**src/rtl/adc_serial_tx.sv**
```systemverilog
module adc_serial_tx #(
  parameter int DATA_W = 16
) (
  input  logic              clk,
  input  logic              rst_n,
  input  logic              byte_mode,
  input  logic              smp_valid,
  input  logic [DATA_W-1:0] smp_data,
  input  logic              smp_secondary,
  input  logic              fs_req,
  output logic              dx,
  output logic              fsync_n,
  output logic              eod_n
);
  localparam int CW   = $clog2(DATA_W);
  localparam int HALF = DATA_W / 2;
  localparam logic [CW-1:0] LAST   = CW'(DATA_W - 1);
  localparam logic [CW-1:0] HLAST  = CW'(HALF - 1);
  localparam logic [CW-1:0] HFIRST = CW'(HALF);

  typedef enum logic [2:0] {IDLE, SYNC, SHIFT, GAP, EOD} state_t;

  state_t            state;
  logic [CW-1:0]     cnt;
  logic [DATA_W-1:0] hold;
  logic              bmode, sec, pend;
  logic              start;

  assign start = (state == IDLE) && fs_req && (pend || smp_valid);

  always_ff @(posedge clk or negedge rst_n) begin
    if (!rst_n) begin
      state <= IDLE;
      cnt   <= '0;
      hold  <= '0;
      bmode <= 1'b0;
      sec   <= 1'b0;
      pend  <= 1'b0;
    end else begin
      pend <= (pend | smp_valid) & ~start;
      case (state)
        IDLE: if (start) begin
          state <= SYNC;
          hold  <= smp_data;
          bmode <= byte_mode;
          sec   <= smp_secondary;
        end
        SYNC: begin
          state <= SHIFT;
          cnt   <= '0;
        end
        SHIFT: begin
          cnt <= cnt + 1'b1;
          if (bmode && cnt == HLAST)
            state <= GAP;
          else if (cnt == LAST)
            state <= (sec || bmode) ? IDLE : EOD;
        end
        GAP: begin
          state <= SHIFT;
          cnt   <= HFIRST;
        end
        EOD:     state <= IDLE;
        default: state <= IDLE;
      endcase
    end
  end

  assign dx      = (state == SHIFT) ? hold[LAST - cnt] : 1'b0;
  assign fsync_n = (state != SYNC);
  assign eod_n   = !((state == EOD) ||
                     (bmode && !sec && ((state == GAP) || (state == SHIFT && cnt >= HFIRST))));

  AST_SYNC_SINGLE: assert property (@(posedge clk) disable iff (!rst_n)
    !fsync_n |=> fsync_n);
  AST_SYNC_LEADS_DATA: assert property (@(posedge clk) disable iff (!rst_n)
    !fsync_n |=> (state == SHIFT && cnt == '0));
  AST_WORD_EOD_PULSE: assert property (@(posedge clk) disable iff (!rst_n)
    (!eod_n && !bmode) |=> eod_n);
  AST_BYTE_EOD_AT_GAP: assert property (@(posedge clk) disable iff (!rst_n)
    (bmode && $fell(eod_n)) |-> (state == GAP));
  AST_GAP_QUIET: assert property (@(posedge clk) disable iff (!rst_n)
    (state == GAP) |-> !dx);
  AST_SEC_NO_EOD: assert property (@(posedge clk) disable iff (!rst_n)
    sec |-> eod_n);
  AST_HOLD_STABLE: assert property (@(posedge clk) disable iff (!rst_n)
    (state != IDLE && $past(state) != IDLE) |-> $stable(hold));
  AST_IDLE_QUIET: assert property (@(posedge clk) disable iff (!rst_n)
    (state == IDLE) |-> (!dx && fsync_n && eod_n));
endmodule

```
**config.mk**
```make
export PLATFORM = sky130hd
export DESIGN_NAME = adc_serial_tx
export DESIGN_NICKNAME = d
export VERILOG_FILES = /design/src/rtl/adc_serial_tx.sv
export SDC_FILE = /design/constraint.sdc
export NUM_CORES = 1
export LEC_CHECK = 0
export BUFFER_PORTS_ARGS = -buffer_cell sky130_fd_sc_hd__buf_2
export CAP_MARGIN = 30
export CORE_MARGIN = 5
export CORE_UTILIZATION = 45
export CTS_CLUSTER_DIAMETER = 100
export DETAILED_ROUTE_END_ITERATION = 8
export PLACE_DENSITY = 0.71
export SYNTH_ARGS = -nofsm -noshare
export SYNTH_HDL_FRONTEND = slang
export SYNTH_SLANG_ARGS = --single-unit
```
**constraint.sdc**
```tcl
create_clock -name clk -period 2.06 [get_ports clk]
set_input_delay 0.309 -clock clk [delete_from_list [all_inputs] [get_ports clk]]
set_output_delay 0.309 -clock clk [all_outputs]
set_load 0.02 [all_outputs]
```
==> results of run 1 <==
worst max-delay path, cell delays in order, from the launching register on:
cell	delay [ps]
dfrtp_2	460
mux4_2	520
mux2i_1	150
o22ai_1	100
buf_2	170
cell type report:
type | instances | area share
inverters | 3 | 0.00761
flip-flops and latches | 26 | 0.442
repair buffers | 29 | 0.117
multi-input cells | 61 | 0.392
well taps | 31 | 0.0262
clock buffers | 3 | 0.0152
placed cells by master (no fill, tap or decap):
cell type      Yosys  final
a21oi_1            2      2
a2bb2oi_1          1      1
a41oi_1            2      2
and2b_1            1      1
buf_12             1      1
buf_2              3     24
buf_4              0      3
clkbuf_4           0      3
dfrtp_1           26     23
dfrtp_2            0      3
dlygate4sd3_1      0      1
ha_1               1      1
inv_1              3      3
mux2_2            10     10
mux2_4             9      9
mux2i_1            3      3
mux4_2             4      4
nand2_1            6      6
nand2b_1           1      1
nand3_1            2      2
nor2_1             7      7
nor4_1             1      1
nor4b_1            1      1
nor4b_4            1      1
o21ai_0            5      5
o21bai_1           1      1
o22ai_1            1      1
or3_1              2      2
sequential cells by signal (all words and copies together), names as in the netlist:
register,count
hold,16
pend,1
cnt,4
bmode,1
state,3
sec,1
layer usage:
metal  track usage  vias to the layer above  share of wire
li1              -                      400              -
met5             0                        -              0
met1         0.164                      408           0.46
met4        0.0234                        0         0.0048
met2         0.196                       17           0.48
met3        0.0280                        2          0.053
power groups by stage:
stage	registers (W)	clock network, W	logic, W
2_1_floorplan	0.000856	0	0.000857
3_3_place_gp	0.00101	0	0.000837
3_5_place_dp	0.00102	0	0.000869
4_1_cts	0.000999	0.000213	0.000902
5_1_grt	0.00103	0.000237	0.00101
6_report	0.000981	0.000210	0.000917
cells by family after synthesis:
family	Yosys count	share of synthesized area
compound gates	12	0.0575
buf+inv	11	0.0584
fa+ha+maj	1	0.00958
simple gates	22	0.0948
mux	26	0.282
flops	26	0.498
per-stage QoR:
step | area, µm² | TNS [ps] | std cells | power [W]
CTS | 1470 | 0 | 152 | 0.00211
detailed placement | 1430 | 0 | 147 | 0.00189
global route | 1480 | -51.5 | 153 | 0.00227
global placement | 1430 | 0 | 147 | 0.00184
floorplan | 1310 | 0 | 98 | 0.00171
finish | 1480 | 0 | 153 | 0.00211
path summary, 6_finish.rpt:
kind                       slack (ps)                 start                   end
min                               210          smp_data[14]  hold[14]$_DFFE_PN0P_
min reg2reg                       500       sec$_DFFE_PN0P_  state[2]$_DFFE_PN0P_
max in group asynchronous        1150                 rst_n  state[1]$_DFFE_PN0P_
min in group asynchronous         500                 rst_n    cnt[3]$_DFFE_PN0P_
max reg2reg                       350  state[1]$_DFFE_PN0P_   hold[4]$_DFFE_PN0P_
max                                40    cnt[0]$_DFFE_PN0P_                    dx
repair_timing:
| item | CTS | global route |
|---|---|---|
| setup buffers | 1 | 1 |
| cloned | 0 | 0 |
| pin swaps | 0 | 0 |
| gates resized for setup | 2 | 1 |
| endpoints found under the setup margin | 1 | 1 |
| hold endpoints to repair | 26 | 0 |
| hold buffers | 1 | 0 |
==> impl_metrics.csv, run 1 <==
group,metric,value,unit
status,status,"finished clean",
place,portBuffers,24,
clock_network,cts.path.max_buffers,2,
pwr,peakVddDrop,0.973,mV
pwr,p_seq_frac,0.465,
timing,hold_viol,0,
floorplan,fp.dieH,63.9,µm
pwr,internal_power,0.00140,W
grt,grt_antenna_before_repair,0,
layout,utilization,0.536,
pwr,p_clk_frac,0.100,
yosys,ys_seq_area_frac,0.498,
grt,grtUsageTotal,0.120,
layout,final_net_count,147,
setup_path,path_class,"flip-flop to output port",
floorplan,num_io_pins,25,
timing,rsz0062_at_grt,"true",
grt,grt_max_degree,27,
yosys,synth_area_leaders,"dfrtp_1, mux2_4, mux2_2",
timing,finalSetupViolCount,0,
timing,fin_ws,36.2,ps
clock_network,cts_tree,"done",
min_path,hold_class,"input pin to flip-flop",
grt,grt_pass1_vias,874,
setup_path,reg2regPathDepth,5,
pwr,powerDensity,1430,nW/µm²
layout,diodes,0,
routing,routed-via-count,827,
timing,fmax,494,MHz
floorplan,rows,19,
yosys,syn_nets,121,
yosys,ys_warn_count,0,
floorplan,dieArea,4080,µm²
routing,drc,0,
timing,post-route-period-util,0.982,
clock_network,worstSkewPairLatency,310,ps
yosys,syn_avg_cell_area,13.3,µm²
layout,regArea,654,µm²
routing,routedWlPerCell,14.9,µm
timing,min_period,2020,ps
floorplan,coreArea,2760,µm²
pwr,combPwrFrac,0.435,
layout,fillers,235,
job,drv_cap,0,
routing,drtIter0Drc,52,
place,gp_congestion,0.728,
place,hpwl,1.69,mm
setup_path,cp.arrival,1710,ps
yosys,synth-main-ff-cell,"dfrtp_1",
clock_network,cts_root_buf,"clkbuf_4",
timing,worst_pin_slew,565,ps
setup_path,crit_required,1750,ps
timing,report.final.slew_viol_count,0,
layout,drive_above_1_share,0.475,
yosys,ys_seq_elements,26,
clock_network,htree_levels,1,
timing,holdWs,213,ps
clock_network,cts_sinks,26,
floorplan,die_w,63.9,µm
floorplan,initial_core_util,0.474,
routing,totalWireLength,2.28,mm
timing,relSlewSlack,0.623,
yosys,synth_top_area_frac,0.498,
yosys,synthDistinctLibCells,26,
pwr,switching_share,0.337,
place,place_ws,216,ps
setup_path,crit_path_end_kind,"output port",
yosys,synthTopCellsByCount,"dfrtp_1, mux2_2, mux2_4",
yosys,netlist_area,1310,µm²
pwr,p_leak,0.671,nW
clock_network,cts_made_buffers,3,
grt,grt_first_pass_wirelength,4.04,mm
layout,syn_to_final_growth,13.2,%
yosys,syn_inst,98,
yosys,synth-edff-count,0,
routing,vias_per_cell,5.41,
grt,overflow,0,
clock_network,clk_pin_slew,140,ps
yosys,synth_most_common_cell,"dfrtp_1",
timing,skew,10.3,ps
setup_path,crit_path_start_kind,"flip-flop",
yosys,async_flop_share,1.00,
pwr,switching_power,0.000710,W
routing,firstDrtPassIters,4,
routing,antenna_left,0,
layout,multi_input_area,579,µm²
yosys,synth.largest_area_cell,"dfrtp_1",
min_path,whs_path_depth,2,
setup_path,cp_max_fo,5,
Note: power is estimated with default switching activity, not from simulation.
==> run 2: changes to the inputs <==
- CELL_PAD_IN_SITES_DETAIL_PLACEMENT: not set -> 0
- CELL_PAD_IN_SITES_GLOBAL_PLACEMENT: not set -> 1
- CORE_MARGIN: 5 -> not set
- CORE_UTILIZATION: 45 -> 43
- GPL_ROUTABILITY_DRIVEN: not set -> 0
- PLACE_DENSITY: 0.71 -> 0.81
==> run 2 against run 1 <==
  * Utilization is 0.69 points lower
  * The flow now finishes with violations (design-rule violations)
  * Sequential share of layout area is 0.27 points lower
  * Cell count is 0.65% higher
  * Largest cell class unchanged
==> impl_metrics.csv, run 2 (synthesis results as in run 1) <==
group,metric,value,unit
routing,firstDrtPassIters,6,
floorplan,fp.dieH,57.1,µm
routing,routedWlPerCell,14.9,µm
clock_network,cts.path.max_buffers,2,
place,dpl.cell_count,148,
layout,regMostFlops,"hold",
clock_network,cts_tree,"done",
place,portBuffers,24,
floorplan,initial_core_util,0.466,
setup_path,cp.arrival,1710,ps
floorplan,num_io_pins,25,
setup_path,path_class,"flip-flop to output port",
timing,min_period,2010,ps
layout,drive_above_1_share,0.472,
timing,skew,8.96,ps
grt,grt_pass1_vias,855,
status,violations,"design-rule violations",
routing,routed-via-count,850,
grt,overflow,0,
clock_network,cts_made_buffers,3,
setup_path,critPathSlowestCell,"mux4_2",
setup_path,crit_path_start_kind,"flip-flop",
timing,fin_ws,45.8,ps
grt,grt_max_degree,27,
timing,worst_pin_slew,565,ps
layout,diodes,0,
routing,drtIter0Drc,13,
floorplan,rows,19,
floorplan,coreArea,2810,µm²
setup_path,slowest_delay,510,ps
grt,grtUsageTotal,0.165,
timing,fmax,496,MHz
grt,grt_first_pass_wirelength,4.02,mm
place,hpwl,1.67,mm
clock_network,worstSkewPairLatency,310,ps
routing,vias_per_cell,5.52,
floorplan,die_w,57.1,µm
min_path,hold_class,"input pin to flip-flop",
job,drv_cap,0,
timing,relSlewSlack,0.623,
layout,largestRegisters,"hold x16, cnt x4, state x3",
timing,rsz0062_at_grt,"true",
grt,grt_antenna_before_repair,0,
routing,totalWireLength,2.29,mm
setup_path,worstSetupPathDepth,4,
min_path,whs_path_depth,2,
floorplan,dieArea,3260,µm²
setup_path,cp_max_fo,6,
pwr,powerDensity,1430,nW/µm²
timing,finalSetupViolCount,0,
pwr,peakVddDrop,0.699,mV
layout,final_net_count,148,
setup_path,crit_family,"multiplexers",
timing,post-route-period-util,0.978,
timing,hold_viol,0,
layout,syn_to_final_growth,13.7,%
setup_path,cp_num_buf_inv,1,
layout,final_cell_mix,"dfrtp_1, buf_2, mux2_2, mux2_4, nor2_1",
clock_network,htree_levels,1,
pwr,p_leak,0.677,nW
routing,drc,3,
setup_path,path_cells,"mux4_2 -> mux2i_1 -> o22ai_1 -> buf_2",
setup_path,reg2regPathDepth,4,
clock_network,cts_sinks,26,
clock_network,clk_pin_slew,130,ps
setup_path,ff2ff_setup_slack,340,ps
layout,largest_reg_flops,16,
status,status,"complete, but fails checks",
setup_path,crit_path_end_kind,"output port",
setup_path,crit_required,1750,ps
layout,fillers,252,
routing,antenna_left,0,
timing,report.final.slew_viol_count,0,
clock_network,cts_root_buf,"clkbuf_4",
layout,finalNonFillerCells,154,
place,place_ws,218,ps
[run 2: cell types whose count changed in the layout (fill, tap and decap cells not counted)]
cell	previous run	this run
dfrtp_2	3	2
buf_4	3	4
dfrtp_1	23	24
[run 2: final cells by class]
type / instances / area, µm² / area share
repair buffers: 30 / 180 / 0.121
clock buffers: 3 / 22.5 / 0.0152
multi-input cells: 61 / 579 / 0.390
well taps: 31 / 38.8 / 0.0261
inverters: 3 / 11.3 / 0.00758
flip-flops and latches: 26 / 653 / 0.440
[run 2: repair_timing]
item	in CTS	in global routing
resized for setup	2	0
hold buffers	1	0
endpoints found under the hold margin	26	0
setup buffers	2	0
pin swaps	0	0
endpoints found under the setup margin	1	1
gates cloned	0	0
[run 2: metrics by stage]
step | instance area (µm²) | setup TNS (ps) | hold WS [ps] | total power (W) | util
final | 1490 | 0 | 220 | 0.00212 | 0.529
after global routing | 1490 | -75.4 | 183 | 0.00228 | 0.529
after CTS | 1490 | 0 | 208 | 0.00214 | 0.529
after detailed placement | 1440 | 0 | 335 | 0.00190 | 0.512
after global placement | 1440 | 0 | 329 | 0.00186 | 0.512
after floorplan | 1310 | 0 | 13.4 | 0.00171 | -
[run 2: power by group]
part / internal (W) / switching (W)
clock network: 0.0000683 / 0.000135
registers: 0.000755 / 0.000213
logic: 0.000585 / 0.000363
total: 0.00141 / 0.000711
[run 2: final timing paths]
path,start,endpoint
max reg2reg,state[0]$_DFFE_PN0P_,hold[8]$_DFFE_PN0P_
max in group asynchronous,rst_n,cnt[0]$_DFFE_PN0P_
min reg2reg,sec$_DFFE_PN0P_,state[2]$_DFFE_PN0P_
min,smp_data[0],hold[0]$_DFFE_PN0P_
min in group asynchronous,rst_n,pend$_DFF_PN0_
max,cnt[0]$_DFFE_PN0P_,dx
[run 2: layer usage]
layer / routed length (µm) / global-route usage / up-vias
met4: 26 / 0.0836 / 0
met5: 0 / 0 / -
met3: 80 / 0.0340 / 2
li1: - / - / 399
met1: 1040 / 0.225 / 428
met2: 1140 / 0.252 / 21
